[src/rtl/alert_stat_pkg.sv]
package alert_stat_pkg;
   localparam int ADDR_W = 2;
   typedef logic [ADDR_W-1:0] reg_addr_t;
   localparam reg_addr_t ADR_STAT_LO = 2'd0;
   localparam reg_addr_t ADR_STAT_HI = 2'd1;
   localparam reg_addr_t ADR_MASK_LO = 2'd2;
   localparam reg_addr_t ADR_MASK_HI = 2'd3;
endpackage

[src/rtl/sticky_bank.sv]
module sticky_bank #(
   parameter int W = 8
) (
   input  logic         clk,
   input  logic         rst_n,
   input  logic [W-1:0] cond,
   input  logic         rd_clr,
   output logic [W-1:0] st
);
   if (W < 1) begin : g_bad_w
      $error("sticky_bank: W must be at least 1");
   end

   for (genvar i = 0; i < W; i++) begin : g_bit
      always_ff @(posedge clk or negedge rst_n) begin
         if (!rst_n)             st[i] <= 1'b0;
         else if (cond[i])       st[i] <= 1'b1;
         else if (rd_clr)        st[i] <= 1'b0;
      end

      assert_set_R1: assert property (@(posedge clk) disable iff (!rst_n)
         cond[i] |=> st[i]);
      assert_hold_R2: assert property (@(posedge clk) disable iff (!rst_n)
         (st[i] && !rd_clr) |=> st[i]);
      assert_quiet_R2: assert property (@(posedge clk) disable iff (!rst_n)
         (!st[i] && !cond[i]) |=> !st[i]);
   end
endmodule

[src/rtl/mask_bank.sv]
module mask_bank #(
   parameter int W = 8
) (
   input  logic         clk,
   input  logic         rst_n,
   input  logic         wr_lo,
   input  logic         wr_hi,
   input  logic [W-1:0] wdata,
   output logic [W-1:0] m_lo,
   output logic [W-1:0] m_hi
);
   always_ff @(posedge clk or negedge rst_n) begin
      if (!rst_n) begin
         m_lo <= '0;
         m_hi <= '0;
      end else begin
         if (wr_lo) m_lo <= wdata;
         if (wr_hi) m_hi <= wdata;
      end
   end

   assert_wr_lo_R10: assert property (@(posedge clk) disable iff (!rst_n)
      wr_lo |=> (m_lo == $past(wdata)));
   assert_keep_R10: assert property (@(posedge clk) disable iff (!rst_n)
      (!wr_lo && !wr_hi) |=> ($stable(m_lo) && $stable(m_hi)));
endmodule

[src/rtl/alert_merge.sv]
module alert_merge #(
   parameter int W          = 8,
   parameter bit HI_GATE_EN = 1'b1
) (
   input  logic [W-2:0] st_lo,
   input  logic [W-1:0] st_hi,
   input  logic [W-1:0] m_lo,
   input  logic [W-1:0] m_hi,
   output logic         alert_n
);
   logic [W-1:0] eff_m_hi;

   if (HI_GATE_EN) begin : g_gated
      assign eff_m_hi = m_lo[W-1] ? m_hi : '0;
   end else begin : g_direct
      logic unused_gate;
      assign unused_gate = m_lo[W-1];
      assign eff_m_hi    = m_hi;
   end

   assign alert_n = ~((|(st_lo & ~m_lo[W-2:0])) | (|(st_hi & ~eff_m_hi)));
endmodule

[src/rtl/alert_status_ctrl.sv]
module alert_status_ctrl #(
   parameter int DATA_W = 8,
   parameter int SRC_W  = 15
) (
   input  logic              clk,
   input  logic              rst_n,
   input  logic [SRC_W-1:0]  cond_i,
   input  logic              rd_en,
   input  logic              wr_en,
   input  logic [1:0]        addr,
   input  logic [DATA_W-1:0] wdata,
   output logic [DATA_W-1:0] rdata,
   output logic              alert_n
);
   import alert_stat_pkg::*;

   localparam int LO_W = DATA_W - 1;

   if (SRC_W != 2 * DATA_W - 1) begin : g_bad_src
      $error("alert_status_ctrl: SRC_W must equal 2*DATA_W-1");
   end

   logic [LO_W-1:0]   st_lo;
   logic [DATA_W-1:0] st_hi, m_lo, m_hi;
   logic              rd_lo, rd_hi;

   assign rd_lo = rd_en && (addr == ADR_STAT_LO);
   assign rd_hi = rd_en && (addr == ADR_STAT_HI);

   sticky_bank #(.W(LO_W)) u_st_lo (
      .clk(clk), .rst_n(rst_n), .cond(cond_i[LO_W-1:0]), .rd_clr(rd_lo), .st(st_lo));

   sticky_bank #(.W(DATA_W)) u_st_hi (
      .clk(clk), .rst_n(rst_n), .cond(cond_i[SRC_W-1:LO_W]), .rd_clr(rd_hi), .st(st_hi));

   mask_bank #(.W(DATA_W)) u_mask (
      .clk(clk), .rst_n(rst_n),
      .wr_lo(wr_en && (addr == ADR_MASK_LO)),
      .wr_hi(wr_en && (addr == ADR_MASK_HI)),
      .wdata(wdata), .m_lo(m_lo), .m_hi(m_hi));

   alert_merge #(.W(DATA_W), .HI_GATE_EN(1'b1)) u_merge (
      .st_lo(st_lo), .st_hi(st_hi), .m_lo(m_lo), .m_hi(m_hi), .alert_n(alert_n));

   always_comb begin
      rdata = '0;
      if (rd_en) begin
         unique case (addr)
            ADR_STAT_LO: rdata = {(|st_hi), st_lo};
            ADR_STAT_HI: rdata = st_hi;
            ADR_MASK_LO: rdata = m_lo;
            default:     rdata = m_hi;
         endcase
      end
   end

   assert_unmasked_lo_R4: assert property (@(posedge clk) disable iff (!rst_n)
      (|(st_lo & ~m_lo[LO_W-1:0])) |-> !alert_n);
   assert_idle_R4: assert property (@(posedge clk) disable iff (!rst_n)
      ((st_lo == '0) && (st_hi == '0)) |-> alert_n);
   assert_gate_off_R7: assert property (@(posedge clk) disable iff (!rst_n)
      (!m_lo[DATA_W-1] && (st_hi != '0)) |-> !alert_n);
   assert_cross_R3: assert property (@(posedge clk) disable iff (!rst_n)
      (rd_hi && !(|cond_i[LO_W-1:0])) |=> (st_lo == $past(st_lo)));
endmodule

[config.mk]
export PLATFORM = sky130hd
export DESIGN_NAME = alert_status_ctrl
export DESIGN_NICKNAME = d
export VERILOG_FILES = /design/src/rtl/alert_stat_pkg.sv /design/src/rtl/sticky_bank.sv /design/src/rtl/mask_bank.sv /design/src/rtl/alert_merge.sv /design/src/rtl/alert_status_ctrl.sv
export SDC_FILE = /design/constraint.sdc
export NUM_CORES = 1
export LEC_CHECK = 0
export BUFFER_PORTS_ARGS = -buffer_cell sky130_fd_sc_hd__buf_2
export CAP_MARGIN = 40
export CORE_MARGIN = 5
export CORE_UTILIZATION = 50
export DETAILED_ROUTE_END_ITERATION = 8
export PLACE_DENSITY = 0.73
export SYNTH_ARGS = -nofsm -noshare
export SYNTH_HDL_FRONTEND = slang
export SYNTH_SLANG_ARGS = --single-unit
[constraint.sdc]
create_clock -name clk -period 1.7 [get_ports clk]
set_input_delay 0.085 -clock clk [delete_from_list [all_inputs] [get_ports clk]]
set_output_delay 0.085 -clock clk [all_outputs]
set_load 0.01 [all_outputs]
**After elaboration in Yosys (flattened, before gate mapping)**

Index checks and enable logic that the tools add are counted.

- Register bits: 31
- Latch bits: 0
- Memory bits (writable): 0
- Memory bits (read-only): 0
- Input port bits: 29
- Output and inout bits: 9
- Word-level logic and storage cells: 69
- Memories: 0

- Add/subtract/negate cells: 0
- $mul: 0
- Div/mod/pow operators: 0
- $lt $le $gt $ge: 0
- Eq/ne operators: 3
- Shift operators: 0
- Muxes and demuxes: 20
- Bitwise logic cells: 6
- Reduce and logical (&&, ||, !) cells: 23

Operators with widths:

| operator | count |
|---|---|
| $reduce_bool 2->1 | 15 |
| $pmux 8 s3 | 1 |
| $mux 1 | 17 |
| $mux 8 | 2 |
| $reduce_or 8->1 | 2 |
| $and 8x8->8 | 1 |
| $not 8->8 | 1 |
| $and 7x7->7 | 1 |
| $not 7->7 | 1 |
| $reduce_or 7->1 | 1 |
| $eq 2x2->1 const B | 2 |
| $logic_and 1x1->1 | 4 |
| $eq 2x1->1 const B | 1 |
| $logic_not 2->1 | 1 |
| $not 1->1 | 1 |
| $or 1x1->1 | 1 |

**Longest topological paths before layout**

- Word-level depth: 6
- Gate-level depth with buffers: 5
- Depth with buffers taken out: 4

**Cells and area by module**

Synthesis repeated with hierarchy kept, for this count alone.

- Cell total of the unflattened synthesis: 122
- Area total of the unflattened synthesis: 1644.1 µm²

Modules (own cells, without submodules):

| module | instances | cells an instance | area an instance (µm²) | seq. area each (µm²) |
|---|---|---|---|---|
| mask_bank | 1 | 34 | 663.1 | 400.4 |
| alert_status_ctrl | 1 | 30 | 331.6 | 0.0 |
| sticky_bank (u_st_hi) | 1 | 17 | 264.0 | 200.2 |
| sticky_bank (u_st_lo) | 1 | 15 | 231.5 | 175.2 |
| alert_merge | 1 | 26 | 153.9 | 0.0 |

**Worst setup path after synthesis**

OpenSTA, ideal clock, no wires.

- Path type: reg2out
- Start point: register u_st_hi.st[5]
- End point: output alert_n
- Data arrival time: 1.433 ns
- Required time: 1.615 ns
- Slack: 0.182 ns
- Stages on the path, launching flop included: 5
- Buffers on the path: 0
- Path through: dfrtp_1 > or4_1 > nor4_2 > a21oi_1 > and4b_1

- Cells in the longest elaborated chain, start to end: 4

RTL lines:

| element | line | RTL |
|---|---|---|
| start, declared | sticky_bank.sv:8 | `output logic [W-1:0] st` |
| start signal, assigned by index | sticky_bank.sv:16 | `if (!rst_n) st[i] <= 1'b0;` |
| start signal, assigned by index | sticky_bank.sv:17 | `else if (cond[i]) st[i] <= 1'b1;` |
| start signal, assigned by index | sticky_bank.sv:18 | `else if (rd_clr) st[i] <= 1'b0;` |
| $and 8x8->8 | alert_merge.sv:21 | `assign alert_n = ~((\|(st_lo & ~m_lo[W-2:0])) \| (\|(st_hi & ~eff_m_hi)));` |
| $reduce_or 8->1 | alert_merge.sv:21 |  |
| $or 1x1->1 | alert_merge.sv:21 |  |
| $not 1->1 | alert_merge.sv:21 |  |
| end, declared | alert_status_ctrl.sv:13 | `output logic alert_n` |

No other way between the ends.

**Worst setup path in the final report**

- Start point: register u_st_hi.st[4]
- End point: output alert_n

The elaborated chain is that of the path after synthesis.

==> results.cfg <==
[timing]
hold_viol_final = 0
period_needed_ns = 2.00
min_period_over_period = 1.17
max_freq_ghz = 0.501
finalWorstSetupSlack_ns = -0.297
drv_slew = 0
grt_setup_unrepaired = true
finalSetupTns_ns = -0.437
setup_viol = 3
relSlewSlack = 0.553
worst_pin_slew_ns = 0.670
skew_ns = 0

[synthesis]
yosysSeqAreaShare = 0.518
ys.warnings.count = 0
netlist_area_um2 = 1500
netlist_instances = 115
synthesis.nets = 144
synth_top_area_frac = 0.518
synth_top_cell_by_area = dfrtp_1
synth_seq_cells = 31
synthTopCellsByArea = dfrtp_1 (52%), mux2_2 (12%), mux4_2 (9.0%), a21o_1 (7.0%), inv_1 (3.8%)
synth.distinct_cells = 25
avgSynthCellArea_um2 = 13.0

[critical_path]
startpoint = u_st_hi.st[4]
cp_slowest_stage_delay_ns = 0.53
path_max_fanout = 2
cp_data_arrival_time_ns = 1.91
r2r_setup_slack_ns = 0.78
worst_r2r_path_depth = 3
startpoint_type = register
crit_required_ns = 1.62
crit_chain = or4_4 > nor4_4 > a21oi_1 > and4b_1 > buf_2
r2r_end = u_st_hi.st[3]
r2r-start = u_st_hi.st[3]
critPathKind = register to output port
end_kind = output port
slowest_stage = or4_4
worstSetupEndpoint = alert_n

[route]
post-route-drc-count = 0
wire_per_inst_um = 17.6
wl_met1_um = 1520
wirelength_um = 3790
ant_nets = 0
vias_per_cell = 5.56
wl_met2_um = 2010
firstDrtPassIters = 4
routed-wl-met3_um = 201
vias = 1200
routed.top_layer = met4
drtIter0Drc = 49

[global_routing]
grt_overflow = 0
grt_pass1_vias = 1292
antenna_found_initial = 0
grt_usage = 0.204
grt_pass1_wl_um = 6320
grt_max_degree = 32

[layout]
multi_input_area_um2 = 659
drive_above_1_share = 0.432
register_area_um2 = 777
fillCellCount = 206
nNetsFinal = 213
area_growth_pct = 40.4
antenna_cells = 0

[clock_tree]
root_buffer = clkbuf_4
clk_latency_ns = 0.33
cts_tree = yes
clock-sinks = 31
clock_path_buffers = 2
clk_pin_slew_ns = 0.10
numCtsBuffers = 5
cts_htree_levels = 2

[power_and_ir_drop]
total_power_mw = 1.89
power.density_nw_per_um2 = 898
peakVddDrop_mv = 0.602
p_leak_nw = 1.00

[placed_design]
portBuffers = 37
dp_hpwl_um = 2520
gp_congestion = 0.805
post-place-ws_ns = 0.0847

[die]
dieArea_um2 = 4190
fp.dieH_um = 64.7
die_w_um = 64.7
start_util = 0.533
fp-row-count = 19
core_um2 = 2810
ioPinCount = 38

[outcome]
failed_checks = negative setup slack
outcome = complete, but fails checks

[worst_hold_path]
hp-class = input pin to asynchronous set/reset pin

[run]
cap_viol_max_count = 0
==> where the power goes <==
group,internal (mW),switching [mW],leakage [nW],total (mW)
sequential,0.828,0.0783,0.331,0.906
combinational,0.238,0.143,0.625,0.380
clock,0.347,0.252,0.0482,0.600
==> sequential cells by signal (all words and copies together) (netlist names) <==
| name | cells |
|---|---|
| u_st_hi.st | 8 |
| u_st_lo.st | 7 |
| u_mask.m_hi | 8 |
| u_mask.m_lo | 8 |
==> critical path: cells and delay by family (launching register included) <==
family / cells / cell delay (ns)
AOI/OAI and AO/OA: 1 / 0.10
buffers and inverters: 1 / 0.13
and+or+nand+nor: 3 / 0.94
DFF: 1 / 0.41
==> cell usage after synthesis <==
| cell type | count |
|---|---|
| mux2i_1 | 1 |
| nand2_1 | 1 |
| or4_1 | 1 |
| nor4_1 | 1 |
| mux4_1 | 1 |
| a21o_1 | 14 |
| nand3b_1 | 2 |
| o21ai_0 | 1 |
| nand3_1 | 1 |
| a222oi_1 | 1 |
| nor4_2 | 1 |
| buf_2 | 3 |
| mux4_2 | 6 |
| inv_1 | 15 |
| o211ai_1 | 1 |
| clkbuf_1 | 1 |
| or3b_2 | 1 |
| mux2_2 | 16 |
| and2_1 | 7 |
| a21o_2 | 1 |
| a221oi_1 | 1 |
| o22ai_1 | 5 |
| a21oi_1 | 1 |
| dfrtp_1 | 31 |
| and4b_1 | 1 |
==> per-stage QoR <==
step	hold WS, ns	util	std cells	area, µm²
finish	0.309	0.749	216	2100
global route	0.353	0.749	216	2100
CTS	0.322	0.732	215	2050
detailed placement	0.160	0.617	183	1730
global placement	0.153	0.617	183	1730
floorplan	-0.211	-	115	1500
==> how the worst min path moves through the flow <==
stage                      to  start  slack [ns]  cells after the start
5_1_grt         u_st_lo.st[5]  rd_en        0.35                      3
6_report        u_st_lo.st[5]  rst_n        0.31                      2
4_1_cts         u_st_lo.st[3]  rd_en        0.32                      3
2_1_floorplan  u_mask.m_hi[0]  rst_n       -0.21                      0
3_3_place_gp   u_mask.m_hi[2]  rst_n        0.15                      1
3_5_place_dp   u_mask.m_lo[2]  rst_n        0.16                      1
==> cells in the final DEF, fill, tap and decap left out <==
master         instances
a21oi_1                1
inv_1                 15
nand2_1                1
dfrtp_2                1
bufinv_16              1
buf_2                 35
o22ai_1                5
mux2_2                16
clkinv_2               1
mux2i_1                1
nand3b_1               2
or3b_2                 1
or4_4                  1
a21o_2                 1
nand3_1                1
a21o_1                14
and2_1                 5
a221oi_1               1
dfrtp_1               30
clkbuf_8               1
and4b_1                1
and2_4                 2
a222oi_1               1
nor4_1                 1
mux4_2                 7
o211ai_1               1
nor4_4                 1
buf_4                  3
dlygate4sd3_1         24
clkbuf_4               5
buf_6                  4
o21ai_1                1
==> kinds of logic (layout without fill, tap and decap cells) <==
family,after synthesis,in the layout,share of synthesized area
AOI/OAI and AO/OA,25,25,0.121
and+or+nand+nor,16,16,0.0752
DFF,31,31,0.518
muxes,24,24,0.235
buffers and inverters,19,89,0.0502
==> per-layer routing <==
metal	vias up	GRT usage
li1	559	-
met5	-	0
met4	0	0.0660
met1	595	0.249
met2	38	0.345
met3	8	0.0622
==> cell type report <==
class,instances,share of cell area
sequential,31,0.370
multi-input combinational,65,0.314
timing repair buffer,66,0.230
inverter,15,0.0268
clock buffer,6,0.0244
tap,31,0.0185
clock inverter,2,0.0167
==> timing repair <==
| item | 4_1_cts | 5_1_grt |
|---|---|---|
| gates resized for setup | 1 | 10 |
| endpoints found under the setup margin | 4 | 5 |
| endpoints found under the hold margin | 62 | 0 |
| hold buffers | 24 | 0 |
| pin swaps | 2 | 2 |
| setup buffers | 0 | 1 |
No activity file was read; power rests on OpenSTA's default activity.
